[src/rtl/settle_sweep_pkg.sv]
// Shared types for the settling-time sweep sequencer.
// Assumes: single clock domain, one sweep at a time.
package settle_sweep_pkg;
    typedef enum logic [2:0] {
        ST_IDLE   = 3'd0,
        ST_GND    = 3'd1,
        ST_WAIT   = 3'd2,
        ST_CONV   = 3'd3,
        ST_DATA   = 3'd4,
        ST_WRITE  = 3'd5,
        ST_FINISH = 3'd6
    } sweep_st_t;
endpackage

[src/rtl/settle_timer.sv]
// Phase timer: counts cycles from the last clear and flags when the count
// equals the supplied limit. Assumes the owner clears it on every phase change.
module settle_timer #(
    parameter int CNT_W = 16
) (
    input  logic             clk,
    input  logic             rst_n,
    input  logic             clr,
    input  logic [CNT_W-1:0] limit,
    output logic             hit
);
    logic [CNT_W-1:0] cnt;

    // Count up, restart from zero on clear.
    always_ff @(posedge clk) begin
        if (!rst_n || clr) cnt <= '0;
        else               cnt <= cnt + 1'b1;
    end

    // Terminal compare against the phase limit.
    always_comb hit = (cnt == limit);
endmodule

[src/rtl/settle_accum.sv]
// Repetition accumulator: sums 4^EXTRA_W codes per point, counts repetitions,
// and presents the sum shifted right by EXTRA_W. Assumes EXTRA_W >= 1.
module settle_accum #(
    parameter int DATA_W  = 16,
    parameter int EXTRA_W = 4
) (
    input  logic                      clk,
    input  logic                      rst_n,
    input  logic                      clr,
    input  logic                      add,
    input  logic [DATA_W-1:0]         din,
    output logic                      last_rep,
    output logic [DATA_W+EXTRA_W-1:0] avg
);
    localparam int REP_W = 2 * EXTRA_W;
    localparam int ACC_W = DATA_W + REP_W;

    logic [ACC_W-1:0] acc;
    logic [REP_W-1:0] rep;

    // Sum accepted codes; clear between points.
    always_ff @(posedge clk) begin
        if (!rst_n || clr) acc <= '0;
        else if (add)      acc <= acc + {{REP_W{1'b0}}, din};
    end

    // Count accepted conversions within the point.
    always_ff @(posedge clk) begin
        if (!rst_n || clr) rep <= '0;
        else if (add)      rep <= rep + 1'b1;
    end

    // Last repetition is the all-ones count; average keeps EXTRA_W fraction bits.
    always_comb begin
        last_rep = &rep;
        avg      = acc[ACC_W-1:EXTRA_W];
    end
endmodule

[src/rtl/settle_ofs_gen.sv]
// Edge-offset generator: holds the current offset and point index, steps the
// offset down (clamped at zero) on advance. A zero step is treated as one.
module settle_ofs_gen #(
    parameter int DLY_W  = 16,
    parameter int ADDR_W = 8
) (
    input  logic              clk,
    input  logic              rst_n,
    input  logic              load,
    input  logic              adv,
    input  logic [DLY_W-1:0]  cfg_ofs,
    input  logic [DLY_W-1:0]  cfg_step,
    output logic [DLY_W-1:0]  ofs,
    output logic [ADDR_W-1:0] idx,
    output logic              at_zero
);
    logic [DLY_W-1:0] step_q;

    // Latch configuration on load, step down on advance.
    always_ff @(posedge clk) begin
        if (!rst_n) begin
            ofs    <= '0;
            step_q <= '0;
            idx    <= '0;
        end else if (load) begin
            ofs    <= cfg_ofs;
            step_q <= (cfg_step == '0) ? DLY_W'(1) : cfg_step;
            idx    <= '0;
        end else if (adv) begin
            ofs    <= (ofs >= step_q) ? (ofs - step_q) : '0;
            idx    <= idx + 1'b1;
        end
    end

    // Final point is reached when the offset is the step instant itself.
    always_comb at_zero = (ofs == '0);
endmodule

[src/rtl/settle_sweep_bist.sv]
// Settling-time sweep sequencer top. Per conversion: ground dwell, switch to
// the voltage input, wait the edge offset, pulse convert, wait for data.
// Assumes TIMEOUT_CYC fits in DLY_W bits and the ADC answers one strobe at a time.
module settle_sweep_bist
    import settle_sweep_pkg::*;
#(
    parameter int DATA_W      = 16,
    parameter int EXTRA_W     = 4,
    parameter int DLY_W       = 16,
    parameter int ADDR_W      = 8,
    parameter int TIMEOUT_CYC = 1024
) (
    input  logic                      clk,
    input  logic                      rst_n,
    input  logic                      start,
    input  logic [DLY_W-1:0]          cfg_start_ofs,
    input  logic [DLY_W-1:0]          cfg_step,
    input  logic [DLY_W-1:0]          cfg_dwell,
    input  logic [DATA_W-1:0]         adc_data,
    input  logic                      adc_valid,
    output logic                      mux_sel,
    output logic                      adc_convst,
    output logic                      res_we,
    output logic [ADDR_W-1:0]         res_addr,
    output logic [DATA_W+EXTRA_W-1:0] res_data,
    output logic                      busy,
    output logic                      done,
    output logic                      err
);
    localparam logic [DLY_W-1:0] TO_LIM = DLY_W'(TIMEOUT_CYC - 1);

    sweep_st_t        st, nxt;
    logic [DLY_W-1:0] dwell_q, cur_ofs, lim;
    logic             hit, last_rep, at_zero, load, adv, add, tmo;

    // Phase sequencing.
    always_comb begin
        nxt = st;
        tmo = 1'b0;
        case (st)
            ST_IDLE:   if (start) nxt = ST_GND;
            ST_GND:    if (hit) nxt = ST_WAIT;
            ST_WAIT:   if (hit) nxt = ST_CONV;
            ST_CONV:   nxt = ST_DATA;
            ST_DATA: begin
                if (adc_valid)  nxt = last_rep ? ST_WRITE : ST_GND;
                else if (hit) begin
                    nxt = ST_FINISH;
                    tmo = 1'b1;
                end
            end
            ST_WRITE:  nxt = at_zero ? ST_FINISH : ST_GND;
            ST_FINISH: nxt = ST_IDLE;
            default:   nxt = ST_IDLE;
        endcase
    end

    // Phase limit selection for the shared timer.
    always_comb begin
        case (st)
            ST_GND:  lim = dwell_q;
            ST_WAIT: lim = cur_ofs;
            default: lim = TO_LIM;
        endcase
    end

    // Control strobes to the datapath modules.
    always_comb begin
        load = (st == ST_IDLE) && start;
        adv  = (st == ST_WRITE) && !at_zero;
        add  = (st == ST_DATA) && adc_valid;
    end

    // State register.
    always_ff @(posedge clk) begin
        if (!rst_n) st <= ST_IDLE;
        else        st <= nxt;
    end

    // Dwell capture at start; ignored while busy.
    always_ff @(posedge clk) begin
        if (!rst_n)    dwell_q <= '0;
        else if (load) dwell_q <= cfg_dwell;
    end

    // Error flag: set on data timeout, cleared by the next start.
    always_ff @(posedge clk) begin
        if (!rst_n)    err <= 1'b0;
        else if (load) err <= 1'b0;
        else if (tmo)  err <= 1'b1;
    end

    settle_timer #(.CNT_W(DLY_W)) u_timer (
        .clk   (clk),
        .rst_n (rst_n),
        .clr   ((st != nxt) || (st == ST_IDLE)),
        .limit (lim),
        .hit   (hit)
    );

    settle_accum #(.DATA_W(DATA_W), .EXTRA_W(EXTRA_W)) u_accum (
        .clk      (clk),
        .rst_n    (rst_n),
        .clr      (load || (st == ST_WRITE)),
        .add      (add),
        .din      (adc_data),
        .last_rep (last_rep),
        .avg      (res_data)
    );

    settle_ofs_gen #(.DLY_W(DLY_W), .ADDR_W(ADDR_W)) u_ofs (
        .clk      (clk),
        .rst_n    (rst_n),
        .load     (load),
        .adv      (adv),
        .cfg_ofs  (cfg_start_ofs),
        .cfg_step (cfg_step),
        .ofs      (cur_ofs),
        .idx      (res_addr),
        .at_zero  (at_zero)
    );

    // Output decode from the phase.
    always_comb begin
        mux_sel    = (st == ST_WAIT) || (st == ST_CONV) || (st == ST_DATA);
        adc_convst = (st == ST_CONV);
        res_we     = (st == ST_WRITE);
        busy       = (st != ST_IDLE);
        done       = (st == ST_FINISH);
    end
endmodule

[config.mk]
export PLATFORM = sky130hd
export DESIGN_NAME = settle_sweep_bist
export DESIGN_NICKNAME = d
export VERILOG_FILES = /design/src/rtl/settle_sweep_pkg.sv /design/src/rtl/settle_timer.sv /design/src/rtl/settle_accum.sv /design/src/rtl/settle_ofs_gen.sv /design/src/rtl/settle_sweep_bist.sv
export SDC_FILE = /design/constraint.sdc
export NUM_CORES = 1
export LEC_CHECK = 0
export BUFFER_PORTS_ARGS = -buffer_cell sky130_fd_sc_hd__buf_4
export CORE_MARGIN = 2
export CORE_UTILIZATION = 25
export CTS_CLUSTER_SIZE = 10
export DETAILED_ROUTE_END_ITERATION = 10
export PLACE_DENSITY = 0.53
export SYNTH_ARGS = -nofsm -noshare
export SYNTH_HDL_FRONTEND = slang
export SYNTH_SLANG_ARGS = --single-unit
export TNS_END_PERCENT = 5
[constraint.sdc]
create_clock -name clk -period 2.66 [get_ports clk]
set_input_delay 0.266 -clock clk [delete_from_list [all_inputs] [get_ports clk]]
set_output_delay 0.266 -clock clk [all_outputs]
set_load 0.05 [all_outputs]
* Word-level counts from Yosys, hierarchy flattened
Index checks and enable logic that the tools add are counted.
** Storage, ports and cells
- Bits in latches :: 0
- Memories :: 0
- RAM bits :: 0
- Output and inout port bits :: 34
- Logic and storage cells :: 58
- Register bits :: 108
- Bits of input ports :: 68
- Bits in read-only memories :: 0
** Operators by class
- $mul :: 0
- Order comparisons :: 1
- Shift operators :: 0
- Div/mod/pow operators :: 0
- Muxes and demuxes :: 16
- Reduce and logical (&&, ||, !) cells :: 18
- Equality and inequality tests :: 8
- Bitwise logic cells :: 1
- Add/sub/neg operators :: 5
** Operators by type and width (count)
- 16-bit 2-to-1 mux :: 4
- 16-bit zero test :: 2
- 16-bit case mux with 2 select lines :: 1
- 24-bit by 16-bit adder with 24-bit output :: 1
- 3-bit 2-to-1 mux :: 7
- 3-bit case mux with 6 select lines :: 1
- 16-bit by 1-bit adder with 16-bit output (second input constant) :: 1
- 8-bit by 1-bit adder with 8-bit output (second input constant) :: 2
- 16-bit equality test :: 1
- 16-bit greater-or-equal comparator :: 1
- 16-bit subtractor :: 1
- 3-bit equality test (second input constant) :: 3
- 8-bit AND reduction :: 1
- 3-bit by 2-bit equality test with 1-bit output (second input constant) :: 2
- 1-bit logical OR :: 6
- 3-bit by 1-bit equality test with 1-bit output (second input constant) :: 1
- 1-bit logical AND :: 3
- 3-bit zero test :: 1
- 1-bit 2-to-1 mux :: 3
- 3-bit inequality test :: 1
- 3-bit nonzero test :: 1
- 1-bit zero test :: 2
- 2-bit nonzero test :: 1
- 2-bit OR reduction :: 1
- 1-bit NOT :: 1

* Depth between registers and ports, before layout
Gate-level depths: netlist (run 1).
- Depth after elaboration :: 9
- Mapped depth :: 12
- Gate-level depth less buffers :: 11

* By module
A second synthesis (run 1) with hierarchy kept.
** Unflattened totals
- Cell total of the unflattened synthesis :: 809
- Area total of the unflattened synthesis :: 6515.0 µm²
** By module, submodules not included
- settle_ofs_gen :: instances 1, sequential area each 800.8 µm², area an instance 2364.8 µm², cells each 289
- settle_accum :: instances 1, sequential area each 640.6 µm², area an instance 2148.3 µm², cells each 260
- settle_sweep_bist :: instances 1, sequential area each 400.4 µm², area an instance 1133.6 µm², cells each 159
- settle_timer :: instances 1, sequential area each 320.3 µm², area an instance 868.3 µm², cells each 101

* Worst setup path before layout (run 1)
OpenSTA, ideal clock, no wires.
- Kind :: register to register
- From :: register u_ofs.ofs[0]
- To :: register u_ofs.ofs[6]
- Path buffers :: 1
- Cell stages (with the launch flop) :: 13
- Library setup time :: 0.128 ns
- Data required time :: 2.532 ns
- Setup slack :: 0.091 ns
- Clock period less this slack :: 2.569 ns
- Arrival time :: 2.442 ns
- Cell sequence :: dfxtp_1 > inv_1 > ha_1 > inv_1 > fa_1 > a21o_1 > a21o_1 > a21oi_2 > o31ai_1 > o221a_2 > buf_2 > a222oi_1 > nor2_1
** Between the ends
- Cells in the longest elaborated chain, start to end :: 4
- Elaborated cells on any way between the ends :: 9
- Classes of those cells :: add/sub (1); order compare (1); mux (3); reduce/logical (4)
** Ends and longest elaborated chain
- start, declared :: line settle_ofs_gen.sv:13 : output logic [DLY_W-1:0] ofs,
- start signal, assigned :: line settle_ofs_gen.sv:26 : ofs <= cfg_ofs;
- start signal, assigned :: line settle_ofs_gen.sv:30 : ofs <= (ofs >= step_q) ? (ofs - step_q) : '0;
- 16-bit subtractor, or another cell as far along :: line settle_ofs_gen.sv:30
- 16-bit 2-to-1 mux / 1-bit zero test (equally long branches) :: line settle_ofs_gen.sv:30, settle_sweep_bist.sv:70
- 16-bit 2-to-1 mux / 1-bit logical AND (equally long branches) :: line settle_ofs_gen.sv:29, settle_sweep_bist.sv:70
- 16-bit 2-to-1 mux / 2-bit nonzero test (equally long branches)
Several ways; a longest one is shown, not always the timed one. The select of a mux whose other input is x is not followed.
A chain may end at the register's enable or synchronous reset.

* Final worst setup path (run 1)
- From :: register u_ofs.ofs[12]
- To :: register u_ofs.ofs[15]
Same word-level chain as after synthesis.

==> results.yml, run 1 <==
status:
  status: "complete, no violations"
detailed_routing:
  viasPerCell: 4.78
  drtIter0Drc: 343
  ant_nets: 0
  dr.pass1.iters: 5
  vias: 5892
  wire_per_inst_um: 15.2
  wl_um: 18800
  drc_errors: 0
sta:
  worst_pin_slew_ns: 1.02
  fin_skew_ns: 0.0135
  hold_viol_final: 0
  rsz0062_at_grt: "yes"
  max_freq_mhz: 387
  setup_viol: 0
  post-route-period-util_pct: 97.1
  fin_crit_ns: 2.58
  max-slew-margin-rel_pct: 31.5
  drv_slew: 0
pwr:
  total_leakage_power_nw: 3.20
  p_comb_share_pct: 21.2
  p_seq_share_pct: 42.8
  swShare_pct: 31.8
  p_switching_mw: 1.28
  p_per_area_mw_per_mm2: 504
  pwr-share-clk_pct: 36.0
  internal_power_mw: 2.73
  vdd.ir_drop.worst_mv: 0.372
synth:
  ys_types: 66
  synth.avg_cell_area_sq_um: 8.10
  yosys_warnings: 0
  synth_cells: 810
  yosys_register_bits: 108
  synth_edf_count: 0
  syn_nets: 915
  synth_area_sq_mm: 0.00656
  async_flop_share_pct: 0
  yosys_most_used_dff: "dfxtp_1"
  seq_area_frac_synth_pct: 33.0
critical_path:
  critPathTopFamily: "compound AO/OA/AOI/OAI gates"
  reg2reg_from: "u_ofs.ofs[12]"
  startpoint_type: "register"
  cp_max_fo: 9
  crit_chain: "ha_1, nand3_1, o41ai_1, o221a_2, nand2_1, o32ai_1"
  cpPeakStageDelay_ns: 0.66
  end_kind: "register"
  startpoint: "u_ofs.ofs[12]"
  arrival_ns: 2.86
  crit_slowest_cell: "o41ai_1"
  critical_path_class: "register to register"
  crit_buf_inv: 0
  worstPathRequired_ns: 2.94
clocking:
  cts_made_buffers: 9
  clkLatencyLatePin_ns: 0.37
  clkTransAtPathRegs_ns: 0.09
  cts_tree: "yes"
  h-tree-depth: 3
  clock-sinks: 108
  ctsHoldBuffers: 0
  cts_max_path_buffers: 2
  root_buffer: "clkbuf_16"
place:
  dpl_cell_area_sq_mm: 0.00758
  io_buffer_count: 101
  place_congestion: 0.809
  dp_hpwl_um: 14100
final_layout:
  layout.nets: 998
  layout-drive-gt1-share_pct: 18.9
  utilization_pct: 30.7
  finalInstanceArea_sq_mm: 0.00795
  antenna_cells: 0
  area_growth_pct: 21.2
global_route:
  grt_pass1_wl_um: 29900
  grt_max_degree: 39
  grt_usage_pct: 13.4
  grt-ovfl-total: 0
  antenna_found_initial: 0
  grt_pass1_vias: 5661
floorplanning:
  core_sq_mm: 0.0259
  row_count: 59
  die_area_sq_mm: 0.0275
  die_height_um: 166
  num_io_pins: 102
  fp.dieW_um: 166
  start_util_pct: 25.3
run:
  drv_cap: 0
worst_hold_path:
  min_from: "cfg_step[14]"
  hp-class: "input pin to register"
==> flip-flops by register name, summed over array words and instances (netlist names) <==
register	cells
u_accum.acc	24
dwell_q	16
u_ofs.ofs	16
u_ofs.step_q	16
u_timer.cnt	16
u_accum.rep	8
u_ofs.idx	8
st	3
err	1
==> power by group through the flow <==
stage	clock [mW]	sequential [mW]	combinational (mW)
2_1_floorplan	0	1.74	0.578
3_3_place_gp	0	1.75	0.827
3_5_place_dp	0	1.75	0.823
4_1_cts	1.49	1.72	0.829
5_1_grt	1.56	1.72	0.940
6_report	1.44	1.72	0.850
==> area by class of cell <==
type,count,area (sq um)
Fill cell,2790,18000
Multi-Input combinational cell,614,3930
Sequential cell,108,2160
Timing Repair Buffer,127,991
Tap cell,335,419
Clock buffer,9,225
Inverter,33,124
Clock inverter,7,96.3
==> worst register-to-register path, stage by stage, from the launching register on <==
cell,delay [ns]
dfxtp_1,0.37
ha_1,0.47
nand3_1,0.22
o41ai_1,0.66
o221a_2,0.44
nand2_1,0.11
o32ai_1,0.26
==> per-stage QoR <==
stage	std cells	worst slack (ns)	hold WS [ns]	total power, mW	TNS [ns]
after detailed placement	1214	0.0514	0.451	2.58	0
after CTS	1230	0.0489	0.0911	4.04	0
final	1233	0.0762	0.104	4.01	0
after floorplan	810	0.0909	0.375	2.31	0
after global placement	1214	0.0947	0.447	2.58	0
after global routing	1233	-0.00810	0.103	4.23	-0.00875
==> kinds of logic after synthesis <==
logic type | Yosys count | share of synthesized area, %
fa+ha+maj | 37 | 7.29
compound gates | 192 | 19.1
buf+inv | 89 | 7.44
simple gates | 310 | 23.2
xor+xnor | 65 | 8.68
mux | 9 | 1.39
flops | 108 | 33.0
==> synth_stat cells (all sizes together), types with 14 or more instances <==
| cell | number | area, sq um |
|---|---|---|
| xnor2 | 30 | 263 |
| inv | 32 | 120 |
| buf | 40 | 304 |
| nor2 | 96 | 425 |
| nand2 | 107 | 402 |
| a21oi | 64 | 324 |
| o21ai | 39 | 195 |
| nand3 | 25 | 125 |
| ha | 35 | 438 |
| dfxtp | 108 | 2160 |
| a21o | 14 | 105 |
| clkbuf | 16 | 60.1 |
| xor2 | 35 | 307 |
==> routing by layer <==
layer | global-route usage (%) | share of wire, %
met5 | 0 | 0
met4 | 2.65 | 0.88
met3 | 2.88 | 4.8
met2 | 22.3 | 47
met1 | 17.9 | 47
==> path summary, 6_finish.rpt <==
kind	cells after the start	to	slack, ns
max reg2reg	6	u_ofs.ofs[15]	0.08
max	6	u_ofs.ofs[15]	0.08
min reg2reg	2	u_ofs.step_q[8]	0.46
min	3	u_ofs.step_q[14]	0.10
==> layout by cell type, fill, tap and decap left out, types with 10 or more instances in the layout <==
master     n
nand3_1   25
a21o_1    14
inv_1     31
nor2_1    86
a21oi_1   63
nor2b_1   10
ha_1      35
and3_1    13
xnor2_1   30
a22oi_1   11
nand4_1   11
nor4_1    10
o21ai_0   39
xor2_1    35
buf_4    124
nand2_1  107
dfxtp_1  108
==> what timing repair did <==
item                                    in CTS  in global routing
endpoints found under the hold margin        0                  0
setup buffers                                0                  2
endpoints found under the setup margin       0                 13
gates resized for setup                      0                  2
Note: power is estimated with default switching activity, not from simulation.
==> run 2, diff against run 1 <==
- PLACE_DENSITY: 0.53 -> 0.39
==> results.yml, run 2 (synthesis results as in run 1) <==
clocking:
  clkLatencyLatePin_ns: 0.37
  clkTransAtPathRegs_ns: 0.08
  ctsHoldBuffers: 0
  cts_max_path_buffers: 2
  h-tree-depth: 3
  clock-sinks: 108
  cts_tree: "yes"
  cts_made_buffers: 9
  root_buffer: "clkbuf_16"
critical_path:
  end_kind: "register"
  critical_path_class: "register to register"
  cp_max_fo: 3
  startpoint_type: "register"
  arrival_ns: 2.68
  worstPathRequired_ns: 2.90
worst_hold_path:
  hp-class: "input pin to register"
detailed_routing:
  wire_per_inst_um: 16.1
  drtIter0Drc: 319
  vias: 5858
  drc_errors: 0
  wl_um: 20000
  dr.pass1.iters: 5
  viasPerCell: 4.72
  ant_nets: 0
floorplanning:
  die_area_sq_mm: 0.0275
  fp.dieW_um: 166
  die_height_um: 166
  core_sq_mm: 0.0259
  start_util_pct: 25.3
  row_count: 59
  num_io_pins: 102
sta:
  setup_viol: 0
  drv_slew: 0
  hold_viol_final: 0
  post-route-period-util_pct: 91.9
  fin_skew_ns: 0.0116
  max_freq_mhz: 409
  rsz0062_at_grt: "yes"
  fin_crit_ns: 2.44
  max-slew-margin-rel_pct: 66.0
  worst_pin_slew_ns: 0.498
final_layout:
  layout_common_cells: "132 x buf_4, 108 x dfxtp_1, 107 x nand2_1"
  layout-drive-gt1-share_pct: 20.2
  nFillCells: 2820
  antenna_cells: 0
  layout.nets: 1006
  layout_commonest_cell: "buf_4"
  seq_area_sq_mm: 0.00216
  final_cells: 1241
  top_register: "u_accum.acc"
  utilization_pct: 30.9
  largest_reg_flops: 24
  multiInputGateArea_sq_mm: 0.00396
  area_growth_pct: 22.0
pwr:
  total_leakage_power_nw: 3.22
  p_per_area_mw_per_mm2: 493
  swShare_pct: 30.9
  p_total_mw: 3.95
  p_comb_share_pct: 22.2
  pwr-share-clk_pct: 34.4
  p_seq_share_pct: 43.5
  internal_power_mw: 2.73
  vdd.ir_drop.worst_mv: 0.306
  p_switching_mw: 1.22
global_route:
  grt-ovfl-total: 0
  grt_pass1_wl_um: 31600
  antenna_found_initial: 0
  grt_max_degree: 39
  grt_pass1_vias: 5733
  grt_usage_pct: 14.4
place:
  place_inst: 1223
  place_congestion: 0.777
  io_buffer_count: 101
  dp_hpwl_um: 15300
run:
  drv_cap: 0
status:
  status: "complete, no violations"
[run 2: cell types whose count changed in the layout (fill, tap and decap cells not counted), moves of 2 or more]
| cell | previous run | this run |
|---|---|---|
| buf_4 | 124 | 132 |
| clkinv_8 | 4 | 0 |
| clkinvlp_4 | 0 | 4 |
| inv_8 | 2 | 0 |
[run 2: through the flow]
stage	setup TNS (ns)	setup slack (ns)	hold WS, ns	instance area [sq um]
floorplan	0	0.0909	0.375	6560
global placement	0	0.0757	0.449	7660
detailed placement	0	0.0326	0.448	7660
CTS	0	0.00125	0.0897	7940
global route	-0.00478	-0.00478	0.0935	8000
finish	0	0.215	0.107	8000
[run 2: final cells by class]
| type | count | area share [%] |
|---|---|---|
| clock buffers | 10 | 2.99 |
| clock inverters | 6 | 0.594 |
| inverters | 33 | 1.55 |
| multi-input cells | 614 | 49.5 |
| flip-flops and latches | 108 | 27.0 |
| well taps | 335 | 5.24 |
| repair buffers | 135 | 13.1 |
[run 2: final timing paths]
kind                    start  cells past startpoint                to  slack, ns
min              cfg_step[12]                      3  u_ofs.step_q[12]       0.11
max              u_ofs.ofs[0]                     12     u_ofs.ofs[14]       0.22
min reg2reg  u_ofs.step_q[11]                      2  u_ofs.step_q[11]       0.46
max reg2reg      u_ofs.ofs[0]                     12     u_ofs.ofs[14]       0.22
[run 2: repair_timing]
action	4_1_cts	5_1_grt
endpoints found under the setup margin	0	19
hold endpoints to repair	0	0
buffers inserted	0	1
resized for setup	0	8
[run 2: per-layer routing]
layer / GRT usage, % / share of wire [%]
met1: 19.2 / 48
met2: 24.1 / 47
met3: 2.91 / 3.8
met4: 3.14 / 1.1
met5: 0 / 0
[run 2: worst max-delay path, cell delays in order (launching register included)]
cell and delay, ns:
dfxtp_1 0.33, inv_1 0.08, ha_2 0.18, inv_1 0.05
fa_2 0.34, a21o_1 0.16, a21o_1 0.22, a21oi_2 0.19
o31ai_2 0.12, buf_4 0.15, xor2_1 0.13, a222oi_1 0.31
nor2_1 0.07
[run 2: power by group through the flow]
stage	sequential [mW]	combinational [mW]	clock (mW)
final	1.72	0.875	1.36
after global routing	1.72	0.977	1.49
after CTS	1.72	0.865	1.42
after detailed placement	1.75	0.861	0
after global placement	1.75	0.867	0
after floorplan	1.74	0.578	0
